## config.mk

```make
export PLATFORM = sky130hd
export DESIGN_NAME = can_fault_conf
export DESIGN_NICKNAME = d
export VERILOG_FILES = /design/src/rtl/can_fc_pkg.sv /design/src/rtl/can_fc_err_arith.sv /design/src/rtl/can_fc_idle.sv /design/src/rtl/can_fault_conf.sv
export SDC_FILE = /design/constraint.sdc
export NUM_CORES = 1
export LEC_CHECK = 0
export ABC_AREA = 1
export BUFFER_PORTS_ARGS = -buffer_cell sky130_fd_sc_hd__buf_2
export CAP_MARGIN = 20
export CORE_ASPECT_RATIO = 1.4
export CORE_MARGIN = 2
export CORE_UTILIZATION = 50
export CTS_CLUSTER_SIZE = 40
export DETAILED_ROUTE_END_ITERATION = 10
export GPL_ROUTABILITY_DRIVEN = 0
export HOLD_SLACK_MARGIN = 0.02
export PLACE_DENSITY = 0.71
export SLEW_MARGIN = 30
export SYNTH_ARGS = -nofsm -noshare
export SYNTH_HDL_FRONTEND = slang
export SYNTH_SLANG_ARGS = --single-unit
```

## constraint.sdc

```tcl
create_clock -name clk -period 2.64 [get_ports clk]
set_clock_uncertainty 0.1 [all_clocks]
set_input_delay 0 -clock clk [delete_from_list [all_inputs] [get_ports clk]]
set_output_delay 0 -clock clk [all_outputs]
set_load 0.02 [all_outputs]
```

## src/rtl/can_fc_pkg.sv

```systemverilog
package can_fc_pkg;
  typedef struct packed {
    logic tx_err;
    logic rx_err;
    logic tx_ok;
    logic rx_ok;
  } fc_evt_t;
endpackage

```

## src/rtl/can_fc_err_arith.sv

```systemverilog
module can_fc_err_arith #(
  parameter int W    = 9,
  parameter int STEP = 1
) (
  input  logic [W-1:0] cnt_i,
  input  logic         up_i,
  input  logic         down_i,
  output logic [W-1:0] cnt_o
);
  localparam logic [W:0] MAXV = {1'b0, {W{1'b1}}};
  localparam logic [W:0] INC  = (W+1)'(STEP);

  logic [W:0] sum;

  always_comb begin
    sum = {1'b0, cnt_i} + (up_i ? INC : '0);
    if (sum > MAXV) sum = MAXV;
    if (down_i && (sum != '0)) sum = sum - 1'b1;
    cnt_o = sum[W-1:0];
  end
endmodule

```

## src/rtl/can_fc_idle.sv

```systemverilog
module can_fc_idle #(
  parameter int RUN_LEN = 11
) (
  input  logic clk,
  input  logic rst_n,
  input  logic en_i,
  input  logic strobe_i,
  input  logic recessive_i,
  output logic tick_o
);
  localparam int RW = $clog2(RUN_LEN + 1);
  localparam logic [RW-1:0] LAST = RW'(RUN_LEN - 1);

  logic [RW-1:0] run_q, run_d;

  assign tick_o = en_i && strobe_i && recessive_i && (run_q == LAST);

  always_comb begin
    run_d = run_q;
    if (!en_i)                run_d = '0;
    else if (strobe_i) begin
      if (!recessive_i)       run_d = '0;
      else if (tick_o)        run_d = '0;
      else                    run_d = run_q + 1'b1;
    end
  end

  always_ff @(posedge clk or negedge rst_n) begin
    if (!rst_n) run_q <= '0;
    else        run_q <= run_d;
  end

  a_r7_run_bound: assert property (@(posedge clk) disable iff (!rst_n)
    run_q <= LAST);
  a_r7_dominant_restart: assert property (@(posedge clk) disable iff (!rst_n)
    (strobe_i && !recessive_i) |=> (run_q == '0));
endmodule

```

## src/rtl/can_fault_conf.sv

```systemverilog
module can_fault_conf #(
  parameter int CNT_W     = 9,
  parameter int WARN_LVL  = 96,
  parameter int PASS_LVL  = 128,
  parameter int BOFF_LVL  = 256,
  parameter int TX_STEP   = 8,
  parameter int IDLE_BITS = 11,
  parameter int RECOV_CNT = 128
) (
  input  logic             clk,
  input  logic             rst_n,
  input  logic             tx_err_i,
  input  logic             rx_err_i,
  input  logic             tx_ok_i,
  input  logic             rx_ok_i,
  input  logic             bit_stb_i,
  input  logic             bus_bit_i,
  input  logic             wr_en_i,
  input  logic             wr_auto_i,
  input  logic             wr_req_i,
  output logic [CNT_W-1:0] tec_o,
  output logic [CNT_W-1:0] rec_o,
  output logic             warn_o,
  output logic             passive_o,
  output logic             busoff_o,
  output logic             cfg_req_o,
  output logic             ready_o,
  output logic             auto_o,
  output logic             bus_on_o
);
  import can_fc_pkg::*;

  localparam logic [CNT_W-1:0] WARN_V  = CNT_W'(WARN_LVL);
  localparam logic [CNT_W-1:0] PASS_V  = CNT_W'(PASS_LVL);
  localparam logic [CNT_W:0]   BOFF_V  = (CNT_W+1)'(BOFF_LVL);
  localparam logic [CNT_W-1:0] RECOV_V = CNT_W'(RECOV_CNT);

  // reset: asynchronous assert, synchronous release
  logic rst_meta, rst_sync_n;
  always_ff @(posedge clk or negedge rst_n) begin
    if (!rst_n) begin
      rst_meta   <= 1'b0;
      rst_sync_n <= 1'b0;
    end else begin
      rst_meta   <= 1'b1;
      rst_sync_n <= rst_meta;
    end
  end

  logic [CNT_W-1:0] tec_q, tec_d, rec_q, rec_d, tec_upd, rec_upd, rec_inc;
  logic busoff_q, busoff_d, req_q, req_d, ready_q, ready_d;
  logic auto_q, auto_d, warn_q, warn_d, pass_q, pass_d, buson_q, buson_d;
  logic tick, wrap, sw_clr, leave, enter;
  fc_evt_t evt;

  // events reach the counters only while bus-on
  always_comb begin
    evt.tx_err = tx_err_i && !busoff_q;
    evt.rx_err = rx_err_i && !busoff_q;
    evt.tx_ok  = tx_ok_i  && !busoff_q;
    evt.rx_ok  = rx_ok_i  && !busoff_q;
  end

  can_fc_err_arith #(.W(CNT_W), .STEP(TX_STEP)) u_tec_arith (
    .cnt_i(tec_q), .up_i(evt.tx_err), .down_i(evt.tx_ok), .cnt_o(tec_upd));

  can_fc_err_arith #(.W(CNT_W), .STEP(1)) u_rec_arith (
    .cnt_i(rec_q), .up_i(evt.rx_err), .down_i(evt.rx_ok), .cnt_o(rec_upd));

  can_fc_idle #(.RUN_LEN(IDLE_BITS)) u_idle (
    .clk(clk), .rst_n(rst_sync_n), .en_i(busoff_q),
    .strobe_i(bit_stb_i), .recessive_i(bus_bit_i), .tick_o(tick));

  logic [CNT_W:0] tec_sum;
  always_comb begin
    tec_sum = {1'b0, tec_q} + (evt.tx_err ? (CNT_W+1)'(TX_STEP) : '0);
    rec_inc = rec_q + 1'b1;
    wrap    = busoff_q && tick && (rec_inc == RECOV_V);
    sw_clr  = busoff_q && req_q && wr_en_i && !wr_req_i;
    leave   = (wrap && auto_q) || sw_clr;
    enter   = !busoff_q && (tec_sum >= BOFF_V);
  end

  // next state
  always_comb begin
    tec_d    = tec_q;
    rec_d    = rec_q;
    busoff_d = busoff_q;
    req_d    = req_q;
    ready_d  = ready_q;
    warn_d   = warn_q;
    pass_d   = pass_q;
    buson_d  = 1'b0;
    auto_d   = wr_en_i ? wr_auto_i : auto_q;
    if (leave) begin
      tec_d    = '0;
      rec_d    = '0;
      busoff_d = 1'b0;
      req_d    = 1'b0;
      ready_d  = 1'b0;
      warn_d   = 1'b0;
      pass_d   = 1'b0;
      buson_d  = 1'b1;
    end else if (enter) begin
      tec_d    = '0;
      rec_d    = '0;
      busoff_d = 1'b1;
      req_d    = !auto_q;
      ready_d  = 1'b0;
      warn_d   = 1'b1;
      pass_d   = 1'b1;
    end else if (busoff_q) begin
      if (wrap) begin
        rec_d   = '0;
        ready_d = 1'b1;
        req_d   = 1'b1;
      end else if (tick) begin
        rec_d   = rec_inc;
      end
    end else begin
      tec_d  = tec_upd;
      rec_d  = rec_upd;
      warn_d = (tec_upd >= WARN_V) || (rec_upd >= WARN_V);
      pass_d = (tec_upd >= PASS_V) || (rec_upd >= PASS_V);
    end
  end

  always_ff @(posedge clk or negedge rst_sync_n) begin
    if (!rst_sync_n) begin
      tec_q    <= '0;
      rec_q    <= '0;
      busoff_q <= 1'b0;
      req_q    <= 1'b0;
      ready_q  <= 1'b0;
      auto_q   <= 1'b0;
      warn_q   <= 1'b0;
      pass_q   <= 1'b0;
      buson_q  <= 1'b0;
    end else begin
      tec_q    <= tec_d;
      rec_q    <= rec_d;
      busoff_q <= busoff_d;
      req_q    <= req_d;
      ready_q  <= ready_d;
      auto_q   <= auto_d;
      warn_q   <= warn_d;
      pass_q   <= pass_d;
      buson_q  <= buson_d;
    end
  end

  assign tec_o     = tec_q;
  assign rec_o     = rec_q;
  assign warn_o    = warn_q;
  assign passive_o = pass_q;
  assign busoff_o  = busoff_q;
  assign cfg_req_o = req_q;
  assign ready_o   = ready_q;
  assign auto_o    = auto_q;
  assign bus_on_o  = buson_q;

  a_r6_busoff_tec_zero: assert property (@(posedge clk) disable iff (!rst_sync_n)
    busoff_q |-> (tec_q == '0));
  a_r9_rec_below_wrap: assert property (@(posedge clk) disable iff (!rst_sync_n)
    busoff_q |-> (rec_q < RECOV_V));
  a_r8_entry_req_mode: assert property (@(posedge clk) disable iff (!rst_sync_n)
    $rose(busoff_q) |-> (req_q == !$past(auto_q)));
  a_r12_buson_follows_off: assert property (@(posedge clk) disable iff (!rst_sync_n)
    buson_q |-> (!busoff_q && $past(busoff_q)));
  a_r12_buson_single: assert property (@(posedge clk) disable iff (!rst_sync_n)
    buson_q |=> !buson_q);
  a_r10_ready_needs_req: assert property (@(posedge clk) disable iff (!rst_sync_n)
    ready_q |-> req_q);
  a_r11_req_only_busoff: assert property (@(posedge clk) disable iff (!rst_sync_n)
    req_q |-> busoff_q);
  a_r4_pass_implies_warn: assert property (@(posedge clk) disable iff (!rst_sync_n)
    pass_q |-> warn_q);
endmodule

```

Word-level counts from Yosys, hierarchy flattened
Index checks and enable logic that the tools add are counted.

Register bits: 31. Latch bits: 0. RAM bits: 0. ROM bits: 0. Logic and storage cells: 91. Memories kept: 0.

Add/sub/neg operators: 6. $mul: 0. Divide/modulo/power cells: 0. Order comparisons: 7. Eq/ne operators: 5. Shift-type cells: 0. Multiplexer cells: 33. Bitwise gates (word level): 0. Reductions and logical operators: 28.

Operator list (count): 9-bit 2-to-1 mux (10); 10-bit by 9-bit greater-than comparator with 1-bit output, second input constant (2); 10-bit 2-to-1 mux (2); 4-bit 2-to-1 mux (5); 10-bit nonzero test (2); 9-bit by 7-bit greater-or-equal comparator with 1-bit output, second input constant (2); 9-bit by 8-bit greater-or-equal comparator with 1-bit output, second input constant (2); 9-bit by 1-bit subtractor with 9-bit output, second input constant (2); 1-bit logical AND (16); 1-bit 2-to-1 mux (16); 9-bit by 10-bit adder with 10-bit output (1); 9-bit by 4-bit adder with 10-bit output (1); 10-bit by 9-bit greater-or-equal comparator with 1-bit output, second input constant (1); 9-bit by 1-bit adder with 9-bit output, second input constant (1); 9-bit by 8-bit equality test with 1-bit output, second input constant (1); 3-bit nonzero test (2); 5-bit by 1-bit inequality test with 1-bit output, second input constant (1); 4-bit by 1-bit adder with 4-bit output, second input constant (1); 4-bit equality test, second input constant (1); 1-bit logical NOT (3); 1-bit logical OR (3); 3-bit by 1-bit inequality test with 1-bit output, second input constant (1); 2-bit inequality test, second input constant (1); 2-bit AND reduction (1); 2-bit nonzero test (1).

Depth between registers and ports, before layout
Word-level depth: 14. Gate-level depth with buffers: 19. Depth with buffers taken out: 18.

By module
Synthesis repeated with hierarchy kept, for this count alone.

Cell total of the unflattened synthesis: 473. Area total of the unflattened synthesis: 3021.6 sq um.

By module, submodules not included: can_fault_conf (instances 1, cells an instance 234, area an instance 1666.6 sq um, sequential area each 675.6 sq um); can_fc_err_arith (u_rec_arith) (instances 1, cells an instance 117, area an instance 625.6 sq um, sequential area each 0.0 sq um); can_fc_err_arith (u_tec_arith) (instances 1, cells an instance 91, area an instance 488.0 sq um, sequential area each 0.0 sq um); can_fc_idle (instances 1, cells an instance 31, area an instance 241.5 sq um, sequential area each 100.1 sq um).

Worst setup path after synthesis
OpenSTA, ideal clock, no wires.

Path kind: register -> register. Start: register busoff_q, in the netlist busoff_o. End: register warn_q, in the netlist warn_o. Arrival: 2.583 ns. Data required time: 2.419 ns. Path slack: -0.164 ns. Stages on the path, launching flop included: 18. Buffers on the path: 2. Cell sequence: dfrtp_1 > buf_4 > clkbuf_1 > nor2_1 > ha_1 > ha_1 > xnor2_1 > nand3_1 > nor2_1 > nand3_1 > nand2_1 > inv_2 > nand2_1 > nand2_1 > nor2_1 > nand2_1 > a21oi_1 > nand2_1.

Longest elaborated chain between the ends: 14. Elaborated cells on any way between the ends: 40. Classes of those cells: 4 x add/sub; 5 x order compare; 1 x eq/ne; 9 x mux; 21 x reduce/logical.

Ends and longest elaborated chain: from (decl) (RTL line can_fault_conf.sv:51) `logic busoff_q, busoff_d, req_q, req_d, ready_q, ready_d;`; from (signal assigned) (RTL line can_fault_conf.sv:142) `busoff_q <= busoff_d;`; branches (longest 14 deep; another with 9-bit by 10-bit adder with 10-bit output); to (signal assigned) (RTL line can_fault_conf.sv:146) `warn_q <= warn_d;`; to (decl) (RTL line can_fault_conf.sv:52) `logic auto_q, auto_d, warn_q, warn_d, pass_q, pass_d, buson_q, buson_d;`.

Several ways; the timed one is not identified. The select of a mux whose other input is x is not followed. A chain may end at the register's enable or synchronous reset.

Worst setup path in the final report
Ends and elaborated chain as after synthesis.

==> reports/results.txt <==
Async SR Flop Fraction -> 100%
clock latency on the worst-skew pair -> 0.29 ns
crit path from -> busoff_o
post-synthesis sequential area ratio -> 30.1%
CP Capture Type -> flop
number of setup buffers added after CTS -> 0
via count of the first global-routing pass -> 2534
number of distinct library cell variants in the gate-level netlist after synthesis -> 32
placed wire-length estimate -> 5250 um
classification of the worst-slack hold path -> in -> reg
type of the worst setup path -> reg -> reg
summed area of non-filler cells in the final layout -> 3070 um^2
hold violation count in the final report -> 0
number of synthesized flops with an enable pin -> 0
setup repair after global routing missed its margin -> yes
Mean Syn Cell Area -> 6.60 um^2
CTS clock-pin slew for the worst setup and hold paths -> 0.07 ns
Std-Cell Rows -> 30
hold wc startpoint -> bus_bit_i
ant diodes -> 0
data required time at the worst endpoint -> 2.71 ns
via density per instance -> 5.25
total routed wirelength -> 6770 um
ratio of cells with drive above 1 in the final layout -> 21.0%
1st-iter DRT viols -> 208
Die Y-Extent -> 89.0 um
wire per inst -> 13.5 um
clock net sink count -> 31
launching point of the worst reg2reg path -> busoff_o
internal reg-to-reg setup slack -> 0.20 ns
core footprint -> 4920 um^2
Setup-failing EPs final -> 0
Max Fanout on Critical Path -> 6
first-pass GRT wire length -> 11300 um
placed instance area -> 2860 um^2
Synth Net Count -> 411
IO Port Bufs -> 35
number of fill cells -> 471
cell depth of the worst flop-to-flop path -> 16
reported max-cap violation count -> 0
overall die width -> 64.7 um
highest ir drop seen on vdd -> 0.589 mV
maximum number of pins on one net before global-route repair -> 18
fin nets -> 458
number of pins with negative max-slew slack in the final report -> 0
status -> finished clean
element type at the critical path start -> flop
total routing usage reported by global routing -> 25.6%
terminus of the critical flop-to-flop path -> warn_o
worst endpoint data arrival time -> 2.52 ns
number of optimization iterations in the first detailed-route pass -> 4
via count -> 2639
placed cell count -> 489
ratio of total power to cell area -> 1150 nW/um^2
area overhead of the layout relative to synthesis -> 19.2%
Die Footprint -> 5760 um^2
Mapped Cells -> 391
LEAKAGE -> 1.63 nW
number of non-filler instances in the completed layout -> 503
Yosys Warn Count -> 0
Achievable Freq -> 410 MHz
CTS HTree Levels -> 2
transition at the pin with the smallest max-transition slack -> 0.675 ns
CTS Buf Count -> 5
area of the mapped netlist -> 2580 um^2
Initial Util -> 52.4%
Most used DFF post-synth -> sky130_fd_sc_hd__dfrtp_1
buffers from clock root to sink, at most -> 2
CTS root buf -> sky130_fd_sc_hd__clkbuf_8
initial antenna violation count -> 0
termination of the worst setup path -> warn_o
Period Utilization, post-route -> 92.5%
ports placed on the boundary -> 36
total global routing overflow -> 0
Synth Register Bits -> 31
antenna-violating nets left -> 0
worst slew margin relative to its limit -> 55.0%
DR DRC count -> 0
clock tree from TritonCTS -> built
minimum clock period -> 2.44 ns
layout make-up:
type | count | area, um^2 | area share (%)
timing repair buffer | 47 | 280 | 9.12
inverter | 55 | 206 | 6.72
tap | 64 | 80.1 | 2.60
clock buffer | 5 | 68.8 | 2.24
sequential | 31 | 777 | 25.3
multi-input combinational | 298 | 1620 | 52.6
clock inverter | 3 | 43.8 | 1.42
worst max-delay path, stage by stage, from the launching register on:
cell and delay [ns]:
sky130_fd_sc_hd__dfrtp_2 0.46, sky130_fd_sc_hd__nor2_2 0.19, sky130_fd_sc_hd__ha_4 0.18, sky130_fd_sc_hd__ha_4 0.16, sky130_fd_sc_hd__inv_1 0.06, sky130_fd_sc_hd__nor2_2 0.14, sky130_fd_sc_hd__nand2_1 0.06, sky130_fd_sc_hd__nand2_1 0.11
sky130_fd_sc_hd__nand4_1 0.11, sky130_fd_sc_hd__nor2_2 0.14, sky130_fd_sc_hd__nand3_2 0.12, sky130_fd_sc_hd__nand2_2 0.12, sky130_fd_sc_hd__nand2_1 0.06, sky130_fd_sc_hd__nand2_1 0.09, sky130_fd_sc_hd__nand2_1 0.07, sky130_fd_sc_hd__a21oi_1 0.12
sky130_fd_sc_hd__nand2_1 0.06
report_power, final:
part,total (mW),switching (mW),internal (mW)
registers,0.908,0.273,0.635
logic,2.16,1.42,0.740
clock network,0.479,0.198,0.281
worst min path at each step:
| stage | to | slack [ns] | depth (start not counted) |
|---|---|---|---|
| 5_1_grt | bus_on_o | 0.04 | 3 |
| 3_3_place_gp | rst_sync_n | -0.32 | 1 |
| 4_1_cts | u_idle.run_q[3] | 0.03 | 5 |
| 6_report | u_idle.run_q[3] | 0.04 | 5 |
| 3_5_place_dp | rst_sync_n | -0.31 | 1 |
| 2_1_floorplan | rst_meta | -0.40 | 0 |
cells in the final DEF, fill, tap and decap left out, types with 10 or more instances in the layout:
master	instances
sky130_fd_sc_hd__inv_1	50
sky130_fd_sc_hd__dfrtp_1	30
sky130_fd_sc_hd__buf_2	35
sky130_fd_sc_hd__o21ai_0	13
sky130_fd_sc_hd__nand3_1	43
sky130_fd_sc_hd__nand4_1	10
sky130_fd_sc_hd__nand2_1	123
sky130_fd_sc_hd__nor2_1	35
cells in the mapped netlist (6+ instances only):
library cell	number	area [um^2]
sky130_fd_sc_hd__nand2_1	125	469
sky130_fd_sc_hd__inv_1	50	188
sky130_fd_sc_hd__nand3_1	44	220
sky130_fd_sc_hd__nor2_1	39	146
sky130_fd_sc_hd__dfrtp_1	31	776
sky130_fd_sc_hd__o21ai_0	13	65.1
sky130_fd_sc_hd__nand4_1	10	62.6
sky130_fd_sc_hd__ha_1	9	113
sky130_fd_sc_hd__o21ai_1	7	35.0
sky130_fd_sc_hd__xor2_1	6	52.6
flip-flops by register name, summed over array words and instances (netlist names):
name	flops
busoff_o	1
tec_o	9
u_idle.run_q	4
rst_sync_n	1
cfg_req_o	1
rst_meta	1
ready_o	1
bus_on_o	1
warn_o	1
rec_o	9
passive_o	1
auto_o	1
metrics by stage:
stage | setup WS (ns) | hold WS [ns] | util (%) | power, mW | TNS, ns
finish | 0.198 | 0.0382 | 62.5 | 3.55 | 0
global placement | 0.103 | -0.317 | 58.1 | 2.97 | 0
floorplan | 0.0239 | -0.396 | - | 2.41 | 0
CTS | 0.102 | 0.0309 | 61.6 | 3.48 | 0
global route | -0.0189 | 0.0446 | 62.5 | 3.85 | -0.0189
detailed placement | 0.117 | -0.313 | 58.1 | 2.98 | 0
per-layer routing:
metal / part of all wire [%] / wire length [um] / vias up / track usage, %
met5: 0 / 0 / - / 0
met4: 5.4 / 369 / 0 / 16.6
met3: 4.5 / 304 / 26 / 4.03
met2: 51 / 3440 / 88 / 45.7
met1: 39 / 2650 / 1186 / 28.2
li1: - / - / 1339 / -
timing repair:
| item | in CTS | in global routing |
|---|---|---|
| endpoints found under the setup margin | 0 | 13 |
| endpoints found under the hold margin | 8 | 0 |
| resized for setup | 0 | 10 |
| hold buffers | 6 | 0 |
cells by family after synthesis:
| family | synth area share, % |
|---|---|
| AOI/OAI and AO/OA | 6.70 |
| xor gates and xnor gates | 3.74 |
| adders and majority gates | 4.37 |
| buffers and inverters | 9.70 |
| DFF | 30.1 |
| muxes | 0.437 |
| other | 0.145 |
| and+or+nand+nor | 44.8 |
No activity file was read; power rests on OpenSTA's default activity.
